--- config.mk ---
export PLATFORM = sky130hd
export DESIGN_NAME = rc_tristate_sensor
export DESIGN_NICKNAME = d
export VERILOG_FILES = /design/src/rtl/tsense_pkg.sv /design/src/rtl/tsense_sync.sv /design/src/rtl/tsense_seq.sv /design/src/rtl/tsense_classify.sv /design/src/rtl/rc_tristate_sensor.sv
export SDC_FILE = /design/constraint.sdc
export NUM_CORES = 1
export LEC_CHECK = 0
export BUFFER_PORTS_ARGS = -buffer_cell sky130_fd_sc_hd__buf_2
export CORE_UTILIZATION = 35
export CTS_BUF_LIST = sky130_fd_sc_hd__clkbuf_16
export DETAILED_ROUTE_END_ITERATION = 6
export GPL_ROUTABILITY_DRIVEN = 0
export REMOVE_ABC_BUFFERS = 1
export SLEW_MARGIN = 10
export SYNTH_ARGS = -nofsm -noshare
export SYNTH_HDL_FRONTEND = slang
export SYNTH_HIERARCHICAL = 1
export SYNTH_SLANG_ARGS = --single-unit
export TNS_END_PERCENT = 1
--- constraint.sdc ---
create_clock -name clk -period 2 [get_ports clk]
set_clock_uncertainty 0.1 [all_clocks]
set_input_delay 0 -clock clk [delete_from_list [all_inputs] [get_ports clk]]
set_output_delay 0 -clock clk [all_outputs]
set_load 0.005 [all_outputs]
--- src/rtl/tsense_pkg.sv ---
package tsense_pkg;

    // Depth of the pad-input synchronizer and shortest discharge allowed.
    localparam int SYNC_DEPTH = 2;
    localparam int MIN_PULSE  = 2;

    typedef enum logic [1:0] {
        ST_IDLE      = 2'd0,
        ST_DISCHARGE = 2'd1,
        ST_MEASURE   = 2'd2,
        ST_REPORT    = 2'd3
    } tsense_state_e;

    typedef enum logic [1:0] {
        LVL_LOW   = 2'b00,
        LVL_HIGH  = 2'b01,
        LVL_FLOAT = 2'b10
    } tsense_level_e;

    // Events that close a measurement window.
    typedef struct packed {
        logic hit;     // synchronized pad seen high
        logic expire;  // count reached the limit without a high sample
    } meas_evt_t;

    // Grade a closed window: a high sample with a short count means driven
    // high, a high sample with a long count means floating, otherwise low.
    function automatic tsense_level_e grade(input logic hit, input logic fast);
        if (!hit)
            return LVL_LOW;
        else if (fast)
            return LVL_HIGH;
        else
            return LVL_FLOAT;
    endfunction

endpackage

--- src/rtl/tsense_sync.sv ---
module tsense_sync #(
    parameter int STAGES = 2
) (
    input  logic clk,
    input  logic rst,
    input  logic d_i,
    output logic q_o
);

    logic [STAGES-1:0] chain_q;

    for (genvar g = 0; g < STAGES; g++) begin : g_stage
        if (g == 0) begin : g_first
            always_ff @(posedge clk) begin
                if (rst) chain_q[0] <= 1'b0;
                else     chain_q[0] <= d_i;
            end
        end else begin : g_next
            always_ff @(posedge clk) begin
                if (rst) chain_q[g] <= 1'b0;
                else     chain_q[g] <= chain_q[g-1];
            end
        end
    end

    assign q_o = chain_q[STAGES-1];

endmodule

--- src/rtl/tsense_seq.sv ---
module tsense_seq
    import tsense_pkg::*;
#(
    parameter int CW = 16
) (
    input  logic          clk,
    input  logic          rst,
    input  logic          start_i,
    input  logic          auto_i,
    input  logic          sense_i,
    input  logic [CW-1:0] pulse_len_i,
    input  logic [CW-1:0] timeout_i,
    output tsense_state_e state_o,
    output logic          launch_o,
    output meas_evt_t     evt_o,
    output logic [CW-1:0] cnt_o
);

    localparam logic [CW-1:0] PULSE_FLOOR = CW'(MIN_PULSE);
    localparam logic [CW-1:0] ONE         = CW'(1);

    tsense_state_e st_q, st_d;
    logic [CW-1:0] pcnt_q;
    logic [CW-1:0] mcnt_q;
    logic [CW-1:0] pulse_eff;
    logic          pulse_last;
    logic          window_end;

    always_comb begin
        launch_o   = ((st_q == ST_IDLE) && start_i) || ((st_q == ST_REPORT) && auto_i);
        pulse_eff  = (pulse_len_i < PULSE_FLOOR) ? PULSE_FLOOR : pulse_len_i;
        pulse_last = (pcnt_q == ONE);
        evt_o.hit    = (st_q == ST_MEASURE) && sense_i;
        evt_o.expire = (st_q == ST_MEASURE) && !sense_i && (mcnt_q == timeout_i);
        window_end   = evt_o.hit || evt_o.expire;
    end

    always_comb begin
        st_d = st_q;
        case (st_q)
            ST_IDLE:      if (launch_o)   st_d = ST_DISCHARGE;
            ST_DISCHARGE: if (pulse_last) st_d = ST_MEASURE;
            ST_MEASURE:   if (window_end) st_d = ST_REPORT;
            ST_REPORT:    st_d = launch_o ? ST_DISCHARGE : ST_IDLE;
            default:      st_d = ST_IDLE;
        endcase
    end

    always_ff @(posedge clk) begin
        if (rst) begin
            st_q   <= ST_IDLE;
            pcnt_q <= '0;
            mcnt_q <= '0;
        end else begin
            st_q <= st_d;
            if (launch_o)
                pcnt_q <= pulse_eff;
            else if ((st_q == ST_DISCHARGE) && !pulse_last)
                pcnt_q <= pcnt_q - ONE;

            if (st_q == ST_DISCHARGE)
                mcnt_q <= '0;
            else if ((st_q == ST_MEASURE) && !window_end)
                mcnt_q <= mcnt_q + ONE;
        end
    end

    assign state_o = st_q;
    assign cnt_o   = mcnt_q;

endmodule

--- src/rtl/tsense_classify.sv ---
module tsense_classify
    import tsense_pkg::*;
#(
    parameter int CW = 16
) (
    input  logic          clk,
    input  logic          rst,
    input  meas_evt_t     evt_i,
    input  logic [CW-1:0] cnt_i,
    input  logic [CW-1:0] thr_i,
    output logic [1:0]    level_o,
    output logic [CW-1:0] count_o
);

    tsense_level_e level_q;
    logic [CW-1:0] count_q;
    logic          fast;

    assign fast = (cnt_i <= thr_i);

    always_ff @(posedge clk) begin
        if (rst) begin
            level_q <= LVL_LOW;
            count_q <= '0;
        end else if (evt_i.hit || evt_i.expire) begin
            level_q <= grade(evt_i.hit, fast);
            count_q <= cnt_i;
        end
    end

    assign level_o = level_q;
    assign count_o = count_q;

endmodule

--- src/rtl/rc_tristate_sensor.sv ---
module rc_tristate_sensor
    import tsense_pkg::*;
#(
    parameter int CW          = 16,
    parameter int SYNC_STAGES = SYNC_DEPTH
) (
    input  logic          clk,
    input  logic          rst,
    input  logic          start_i,
    input  logic          auto_i,
    input  logic [CW-1:0] pulse_len_i,
    input  logic [CW-1:0] thresh_i,
    input  logic [CW-1:0] timeout_i,
    input  logic          pad_in_i,
    output logic          pad_oe_o,
    output logic          pad_out_o,
    output logic          pullup_en_o,
    output logic [1:0]    level_o,
    output logic [CW-1:0] count_o,
    output logic          valid_o
);

    tsense_state_e state;
    logic          launch;
    logic          sense;
    meas_evt_t     evt;
    logic [CW-1:0] mcnt;
    logic [CW-1:0] thr_q;
    logic [CW-1:0] to_q;

    // Limits are frozen at the edge that begins each measurement.
    always_ff @(posedge clk) begin
        if (rst) begin
            thr_q <= '0;
            to_q  <= '0;
        end else if (launch) begin
            thr_q <= thresh_i;
            to_q  <= timeout_i;
        end
    end

    tsense_sync #(.STAGES(SYNC_STAGES)) u_sync (
        .clk (clk),
        .rst (rst),
        .d_i (pad_in_i),
        .q_o (sense)
    );

    tsense_seq #(.CW(CW)) u_seq (
        .clk         (clk),
        .rst         (rst),
        .start_i     (start_i),
        .auto_i      (auto_i),
        .sense_i     (sense),
        .pulse_len_i (pulse_len_i),
        .timeout_i   (to_q),
        .state_o     (state),
        .launch_o    (launch),
        .evt_o       (evt),
        .cnt_o       (mcnt)
    );

    tsense_classify #(.CW(CW)) u_cls (
        .clk     (clk),
        .rst     (rst),
        .evt_i   (evt),
        .cnt_i   (mcnt),
        .thr_i   (thr_q),
        .level_o (level_o),
        .count_o (count_o)
    );

    // Pad control: drive low only while discharging; pull-up off meanwhile.
    assign pad_oe_o    = (state == ST_DISCHARGE);
    assign pad_out_o   = 1'b0;
    assign pullup_en_o = (state != ST_DISCHARGE);
    assign valid_o     = (state == ST_REPORT);

endmodule

==> qor.csv, run 1 <==
stage;metric;value;unit
run_status;status;complete, but fails checks;
run_status;violated checks;negative setup slack;
timing;final setup violating endpoints;21;
global_route;antenna violations before repair;0;
layout;fin cells;851;
layout;Final Core Density;0.5280;
floorplan;Initial Utilization;0.3601;
logic_synthesis;synthesized area;4343;um^2
global_route;vias in the first global route;4011;
global_route;M1 GR Usage;0.2252;
global_route;total track usage;0.1892;
layout;Antenna diodes;0;
logic_synthesis;Post-synth EDFFs;0;
setup_path;Crit. End Element;register;
global_route;grt peak-use layer;met2;
clocking;H-tree levels;3;
timing;unrepaired setup endpoints after global routing;true;
clocking;Max clock buf depth;2;
power_and_ir_drop;Power Density;1008;nW/um^2
timing;Fmax;0.4571;GHz
timing;crit path time final;2.188;ns
setup_path;crit path cell chain;or4_4 > o41a_4 > buf_4 > nand4b_1 > xor2_1 > a211oi_1;
power_and_ir_drop;worst vdd ir;0.6815;mV
floorplan;full die area;12860;um^2
logic_synthesis;synthesis-stage register bit count;86;
placed_design;port bufs;73;
routing;Wirelength per Cell;13.68;um
flow_run;Max-Cap Viols;0;
global_route;grt total ovfl;0;
logic_synthesis;Mean Syn Cell Area;8.881;um^2
setup_path;critical path's slowest cell;or4_4;
clocking;Root Driver;clkbuf_16;
global_route;met2 usage;0.3346;
routing;1st-iter DRT viols;207;
logic_synthesis;Seq/Total Area, Yosys;0.3964;
timing;relative max-transition margin;0.6711;
setup_path;CP startpoint kind;register;
layout;Layout Nets;755;
timing;Hold Slack;0.04350;ns
setup_path;critical path data required time;2.11;ns
layout;most frequent cells in the layout;dfxtp_1 (75), buf_2 (73), buf_4 (72);
floorplan;Rows;40;
setup_path;Worst Setup Path Type;reg -> reg;
clocking;Reg clk slew, reported paths;0.06;ns
logic_synthesis;Yosys Warn Count;6;
global_route;first-pass GRT wire length;18910;um
logic_synthesis;asr flop ratio synth;0;
routing;Residual DRC;0;
timing;measured slew at the worst slew-check pin;0.4809;ns
timing;final worst slack;-0.1876;ns
timing;Fin. Hold Viols;0;
routing;WL final;11650;um
power_and_ir_drop;Pleak;0.002812;uW
setup_path;CP max FO;4;
timing;Tcrit/Tclk final;1.094;
worst_hold_path;Hold Path Class;in -> reg;
layout;share of layout cells above drive strength 1;0.3148;
clocking;CTS tree;done;
floorplan;Die Y;113.4;um
clocking;Clk Latency, worst-skew pair;0.35;ns
global_route;largest net degree at the start of global routing;41;
routing;vias;4033;
routing;Antenna Nets Post-Route;0;
routing;vias per cell;4.739;
timing;max-slew violations;0;
logic_synthesis;Synth cell types;49;
global_route;grt met3 use;0.04888;
clocking;TritonCTS buffer count;9;
floorplan;Die W;113.4;um
clocking;# clock sinks;86;
layout;Fill cells;1093;
floorplan;# IOs;75;
layout;Area growth syn-to-layout;46.64;%
placed_design;Setup Slack @ Placement;-0.3164;ns
logic_synthesis;commonest register cell after synthesis;dfxtp_1;
setup_path;max incr delay on CP;0.58;ns
placed_design;Post-DP HPWL;8479;um
routing;iteration count of the initial detailed-routing pass;4;
floorplan;core area;12060;um^2
logic_synthesis;Syn Inst Count;489;
setup_path;crit path DAT;2.30;ns
layout;area occupied by registers;1738;um^2
layout;most common cell after layout, fill and taps aside;dfxtp_1;
placed_design;DP Cell Count;783;
layout;area of the multi-input gates;2560;um^2
==> cell type report <==
cell class | instances | share of cell area
inverter | 24 | 0.01415
multi-input combinational | 357 | 0.4020
sequential | 86 | 0.2729
clock buffer | 9 | 0.03536
tap | 168 | 0.03301
timing repair buffer | 200 | 0.2338
clock inverter | 7 | 0.008841
==> what timing repair did <==
action                     in CTS  in global routing
setup buffers                   2                  0
setup endpoints to repair      43                 43
pin swaps                      16                  7
hold buffers                   50                  0
gates resized for setup        30                 16
hold endpoints to repair       52                  0
==> worst paths after layout <==
check	start	endpoint	cells after the start	slack [ns]
max	u_seq/pcnt_q[2]	u_seq/pcnt_q[12]	6	-0.19
min	auto_i	u_seq/pcnt_q[0]	5	0.04
max reg2reg	u_seq/pcnt_q[2]	u_seq/pcnt_q[12]	6	-0.19
min reg2reg	u_sync/chain_q[0]	u_sync/q_o	1	0.33
==> Yosys cell counts, drive strengths merged (5+ instances only) <==
library cell  count  share of area
a211oi           15          0.026
a21oi            32          0.039
and2              5         0.0072
buf               7          0.020
clkbuf           15          0.013
dfxtp            86           0.40
ha               24          0.069
inv              24          0.021
mux2i            32          0.074
nand2            51          0.045
nand3             7         0.0081
nand4             9          0.013
nor2             66          0.057
nor2b             6         0.0086
nor3              8          0.012
nor4             12          0.017
o21ai             6         0.0069
or3               6         0.0086
or4               8          0.014
xnor2             8          0.016
xor2             30          0.061
==> stage by stage <==
stage	power [uW]	setup TNS (ns)	area, um^2
2_1_floorplan	3580	-78.13	4198
5_1_grt	6776	-5.365	6369
3_5_place_dp	4508	-6.098	5379
6_report	6422	-2.332	6369
3_3_place_gp	4431	-4.170	5379
4_1_cts	6423	-2.341	6302
==> metal layers <==
metal | part of all wire | wire length [um]
met5 | 0 | 0
met4 | 0.012 | 135
met3 | 0.052 | 606
met2 | 0.49 | 5747
met1 | 0.44 | 5156
==> kinds of logic after synthesis <==
group / synth area share
buffers and inverters: 0.05416
xor gates and xnor gates: 0.07664
and+or+nand+nor: 0.2115
AOI/OAI and AO/OA: 0.1175
muxes: 0.07375
other: 0.0008635
adders and majority gates: 0.06914
DFF: 0.3964
==> flip-flops by register name (all words and copies together), names as in the netlist, 2 cells and up <==
signal and flops:
u_cls/level_o 2, to_q 16, u_seq/pcnt_q 16, u_seq/state_o 2, thr_q 16, u_cls/count_o 16
u_seq/cnt_o 16
==> worst max-delay path: cells and delay by family, from the launching register on <==
kind / cells / cell delay (ns)
compound gates: 2 / 0.64
xor+xnor: 1 / 0.16
buf+inv: 1 / 0.16
flops: 1 / 0.31
simple gates: 2 / 0.69
==> report_power, final <==
part	switching (uW)	internal [uW]
registers	166	1980
clock network	669	947
logic	1350	1310
No activity file was read; power rests on OpenSTA's default activity.
==> inputs of run 2 (changes only) <==
Settings changed: CELL_PAD_IN_SITES_DETAIL_PLACEMENT set to 0, CELL_PAD_IN_SITES_GLOBAL_PLACEMENT set to 1, CTS_CLUSTER_DIAMETER set to 50, PLACE_DENSITY_LB_ADDON set to 0.1.
==> run 2 against run 1 <==
Routed wire length down 0.55%. Critical path depth unchanged. Clock power about the same. Largest power group unchanged. Combinational power about the same. Global-route usage up 0.78 points. Register-to-register slack better by 0.02 ns. Setup slack better by 0.017 ns. The run still ends with negative setup slack left. Largest cell class unchanged. Count of clock-buffer cells in the layout unchanged. Total power up 0.89%. Critical endpoint is now u_seq/pcnt_q[8]. Sequential share of layout area up 0.12 points. Final cell count down 0.12%.
==> qor.csv, run 2 (same netlist as run 1, synthesis figures left out) <==
stage;metric;value;unit
power_and_ir_drop;Power Density;1019;nW/um^2
global_route;grt total ovfl;0;
layout;most common cell after layout, fill and taps aside;dfxtp_1;
timing;Hold Slack;0.07852;ns
worst_hold_path;Hold Path Class;in -> reg;
setup_path;critical path data required time;2.12;ns
clocking;Clk Latency, worst-skew pair;0.35;ns
clocking;Max clock buf depth;2;
floorplan;core area;12060;um^2
setup_path;Critical R2R Launch;u_seq/pcnt_q[2];
floorplan;Die W;113.4;um
routing;WL final;11580;um
global_route;antenna violations before repair;0;
run_status;status;complete, but fails checks;
routing;iteration count of the initial detailed-routing pass;4;
floorplan;Die Y;113.4;um
timing;max-slew violations;0;
routing;1st-iter DRT viols;160;
floorplan;# IOs;75;
timing;Fin. Hold Viols;0;
placed_design;Post-DP HPWL;8606;um
routing;Residual DRC;0;
setup_path;Crit. End Element;register;
timing;Tcrit/Tclk final;1.085;
clocking;TritonCTS buffer count;9;
timing;final setup violating endpoints;21;
setup_path;crit path DAT;2.29;ns
timing;unrepaired setup endpoints after global routing;true;
run_status;violated checks;negative setup slack;
power_and_ir_drop;Pleak;0.002796;uW
layout;Area growth syn-to-layout;46.44;%
setup_path;CP startpoint kind;register;
setup_path;Worst Setup Path Type;reg -> reg;
layout;post-route cell area;6360;um^2
global_route;largest net degree at the start of global routing;43;
clocking;# clock sinks;86;
global_route;first-pass GRT wire length;19710;um
flow_run;Max-Cap Viols;0;
placed_design;area post-placement;5386;um^2
layout;Layout Nets;754;
routing;vias;4009;
setup_path;CP max FO;7;
placed_design;DP Cell Count;784;
timing;final worst slack;-0.1710;ns
clocking;H-tree levels;3;
clocking;Reg clk slew, reported paths;0.06;ns
timing;crit path time final;2.171;ns
clocking;Root Driver;clkbuf_16;
layout;Antenna diodes;0;
routing;Antenna Nets Post-Route;0;
floorplan;Initial Utilization;0.3601;
setup_path;Critical Path Source;u_seq/pcnt_q[2];
power_and_ir_drop;Pwr Total;6480;uW
placed_design;Setup Slack @ Placement;-0.3007;ns
layout;most frequent cells in the layout;dfxtp_1 (75), buf_2 (73), buf_4 (70);
floorplan;full die area;12860;um^2
routing;vias per cell;4.716;
global_route;vias in the first global route;3985;
layout;share of layout cells above drive strength 1;0.3152;
clocking;CTS tree;done;
global_route;total track usage;0.1970;
clocking;Post-CTS Setup Repair Bufs;0;
floorplan;Rows;40;
power_and_ir_drop;worst vdd ir;0.7844;mV
routing;Wirelength per Cell;13.62;um
worst_hold_path;min-delay src;auto_i;
placed_design;port bufs;73;
layout;fin cells;850;
timing;Fmax;0.4606;GHz
run 2: final timing paths:
kind,to,slack (ns),depth (start not counted)
worst max-delay path,u_seq/pcnt_q[8],-0.17,6
worst min-delay path,u_seq/pcnt_q[5],0.08,5
worst max register to register,u_seq/pcnt_q[8],-0.17,6
worst min register to register,u_cls/count_o[12],0.35,2
run 2: routing by layer:
layer	track usage	routed length, um
met4	0.07368	173
met3	0.03401	417
met2	0.3194	5378
met5	0	0
met1	0.2627	5611
run 2: layout make-up:
type | count | area, um^2
clock buffer | 9 | 225.2
clock inverter | 7 | 65.06
fill | 1136 | 5702
inverter | 24 | 90.09
multi-input combinational | 357 | 2541
sequential | 86 | 1743
tap | 168 | 210.2
timing repair buffer | 199 | 1485
run 2: timing repair:
item / CTS / global route
pin swaps: 21 / 19
setup endpoints to repair: 45 / 45
hold buffers: 50 / 0
hold endpoints to repair: 50 / 0
resized for setup: 29 / 19
run 2: worst max-delay path, cell delays in order (launching register included):
cell and delay (ns):
dfxtp_1 0.31, or4_4 0.58, o41a_4 0.57, nand2_4 0.11, or4_1 0.12, xor2_1 0.16, a211oi_2 0.08
run 2: power breakdown:
| group | internal [uW] | switching, uW |
|---|---|---|
| Clock | 956 | 698 |
| Sequential | 1980 | 180 |
| Combinational | 1330 | 1340 |
run 2: metrics by stage:
step                      setup TNS, ns  utilization
after global placement           -6.367       0.4466
after detailed placement         -7.756       0.4466
after floorplan                  -78.13            -
final                            -1.707       0.5273
after global routing             -4.456       0.5273
after CTS                        -1.790       0.5210
==> inputs of run 3 (changes only) <==
Settings changed: SETUP_SLACK_MARGIN set to 0.5.
==> run 3 against run 2 <==
The flow still finishes with violations (negative setup slack). Combinational power up 1%. Total power up 0.73%. Flip-flop and latch count unchanged. Routed wire length rose by 0.77%. Final cell count unchanged. Via count up 0.55%. Global-route usage is 0.10 points higher. Sequential share of layout area down 0.26 points. Critical path depth unchanged. Sequential power about the same. Die area unchanged. Setup slack gained 0.0045 ns. Largest power group unchanged. Highest routed layer unchanged.
==> qor.csv, run 3 (same netlist as run 1, synthesis figures left out) <==
stage;metric;value;unit
clocking;H-tree levels;3;
timing;max-slew violations;0;
timing;unrepaired setup endpoints after global routing;true;
routing;vias per cell;4.742;
timing;Fin. Hold Viols;0;
timing;Fmax;0.4616;GHz
setup_path;Worst Setup Path Type;reg -> reg;
global_route;antenna violations before repair;0;
clocking;Max clock buf depth;2;
routing;iteration count of the initial detailed-routing pass;4;
floorplan;# IOs;75;
timing;crit path time final;2.166;ns
global_route;first-pass GRT wire length;19790;um
clocking;TritonCTS buffer count;9;
global_route;vias in the first global route;3999;
layout;Layout Nets;754;
setup_path;crit path DAT;2.29;ns
power_and_ir_drop;NetSw;2234;uW
power_and_ir_drop;Internal;4293;uW
timing;Tcrit/Tclk final;1.083;
routing;wire length on met1;5646;um
setup_path;R2R Setup Slk;-0.17;ns
clocking;CTS tree;done;
setup_path;critical path data required time;2.12;ns
layout;Area growth syn-to-layout;47.97;%
global_route;largest net degree at the start of global routing;43;
power_and_ir_drop;Reg power frac;0.331;
setup_path;max incr delay on CP;0.58;ns
clocking;# clock sinks;86;
clocking;Root Driver;clkbuf_16;
timing;final setup violating endpoints;21;
floorplan;Initial Utilization;0.3601;
floorplan;Rows;40;
placed_design;port bufs;73;
clocking;Clk Latency, worst-skew pair;0.35;ns
layout;Antenna diodes;0;
setup_path;crit path buf inv count;0;
setup_path;critical path's slowest cell;or4_4;
routing;vias;4031;
floorplan;Die Y;113.4;um
setup_path;CP startpoint kind;register;
run_status;violated checks;negative setup slack;
flow_run;Max-Cap Viols;0;
clocking;Reg clk slew, reported paths;0.07;ns
layout;share of layout cells above drive strength 1;0.3314;
routing;Wirelength per Cell;13.73;um
setup_path;crit path cell chain;or4_4 > o41a_4 > nand2_4 > or4_1 > xor2_1 > a211oi_2;
layout;Final Core Density;0.5328;
routing;met3 routed WL;412;um
power_and_ir_drop;Power Density;1016;nW/um^2
layout;most frequent cells in the layout;dfxtp_1 (74), buf_2 (73), buf_4 (67);
power_and_ir_drop;clock share of power;0.253;
clocking;Post-CTS Setup Repair Bufs;0;
setup_path;family with the most delay on the worst path;simple AND/OR/NAND/NOR gates;
floorplan;Die W;113.4;um
worst_hold_path;Hold Path Class;in -> reg;
power_and_ir_drop;Pleak;0.002799;uW
routing;WL final;11670;um
floorplan;full die area;12860;um^2
setup_path;CP max FO;7;
routing;Top Layer Used;met4;
power_and_ir_drop;Comb pwr share;0.416;
placed_design;Post-DP HPWL;8606;um
routing;Routed met2 length;5438;um
routing;1st-iter DRT viols;152;
timing;relative max-transition margin;0.6725;
timing;final worst slack;-0.1665;ns
power_and_ir_drop;worst vdd ir;0.7885;mV
routing;Residual DRC;0;
setup_path;Crit. End Element;register;
power_and_ir_drop;Switching Fraction;0.3423;
global_route;total track usage;0.1980;
routing;Antenna Nets Post-Route;0;
run_status;status;complete, but fails checks;
floorplan;core area;12060;um^2
global_route;grt total ovfl;0;
timing;measured slew at the worst slew-check pin;0.4867;ns
placed_design;Setup Slack @ Placement;-0.3007;ns
layout;most common cell after layout, fill and taps aside;dfxtp_1;
==> run 3: cell counts in the layout (fill, tap and decap cells not counted) <==
No cell type changed its count.
==> run 3: power groups by stage <==
stage | registers (uW) | clock network (uW) | logic [uW]
floorplan | 2190 | 0 | 1390
global placement | 2180 | 0 | 2350
detailed placement | 2180 | 0 | 2400
CTS | 2160 | 1710 | 2680
global route | 2190 | 1780 | 2990
finish | 2160 | 1650 | 2710
==> run 3: metrics by stage <==
step           hold WS, ns  instances  TNS (ns)  power [uW]  instance area, um^2
2_1_floorplan     -0.03375        467    -78.13        3580                 4198
3_3_place_gp        0.1326        784    -6.367        4532                 5386
3_5_place_dp        0.1261        784    -7.756        4575                 5386
4_1_cts            0.04201        850    -1.691        6541                 6350
5_1_grt            0.08308        850    -4.375        6960                 6426
6_report           0.04596        850    -1.545        6527                 6426
==> run 3: worst min-delay path, delay by kind of cell <==
family | cells | cell delay [ns]
buffers and inverters | 2 | 0.22
AOI/OAI and AO/OA | 1 | 0.08
muxes | 1 | 0.08
and+or+nand+nor | 1 | 0.07
==> run 3: worst paths after layout <==
check,start,to,cells past startpoint
max reg2reg,u_seq/pcnt_q[2],u_seq/pcnt_q[8],6
max,u_seq/pcnt_q[2],u_seq/pcnt_q[8],6
min,auto_i,to_q[8],5
min reg2reg,u_cls/count_o[12],u_cls/count_o[12],2
==> run 3: layer usage <==
layer,global-route usage,vias up
li1,-,2076
met1,0.2640,1879
met2,0.3215,65
met3,0.03401,11
met4,0.07368,0
met5,0,-
==> run 3: timing repair <==
| item | 4_1_cts | 5_1_grt |
|---|---|---|
| gates cloned | 0 | 0 |
| resized for setup | 50 | 16 |
| setup endpoints to repair | 84 | 84 |
| hold buffers | 50 | 0 |
| pin swaps | 29 | 22 |
| endpoints found under the hold margin | 50 | 0 |
==> run 3: final cells by class <==
type,instances,area (um^2)
timing repair buffer,199,1496
multi-input combinational,357,2592
clock buffer,9,225.2
inverter,24,92.59
fill,1133,5635
clock inverter,7,65.06
tap,168,210.2
sequential,86,1744
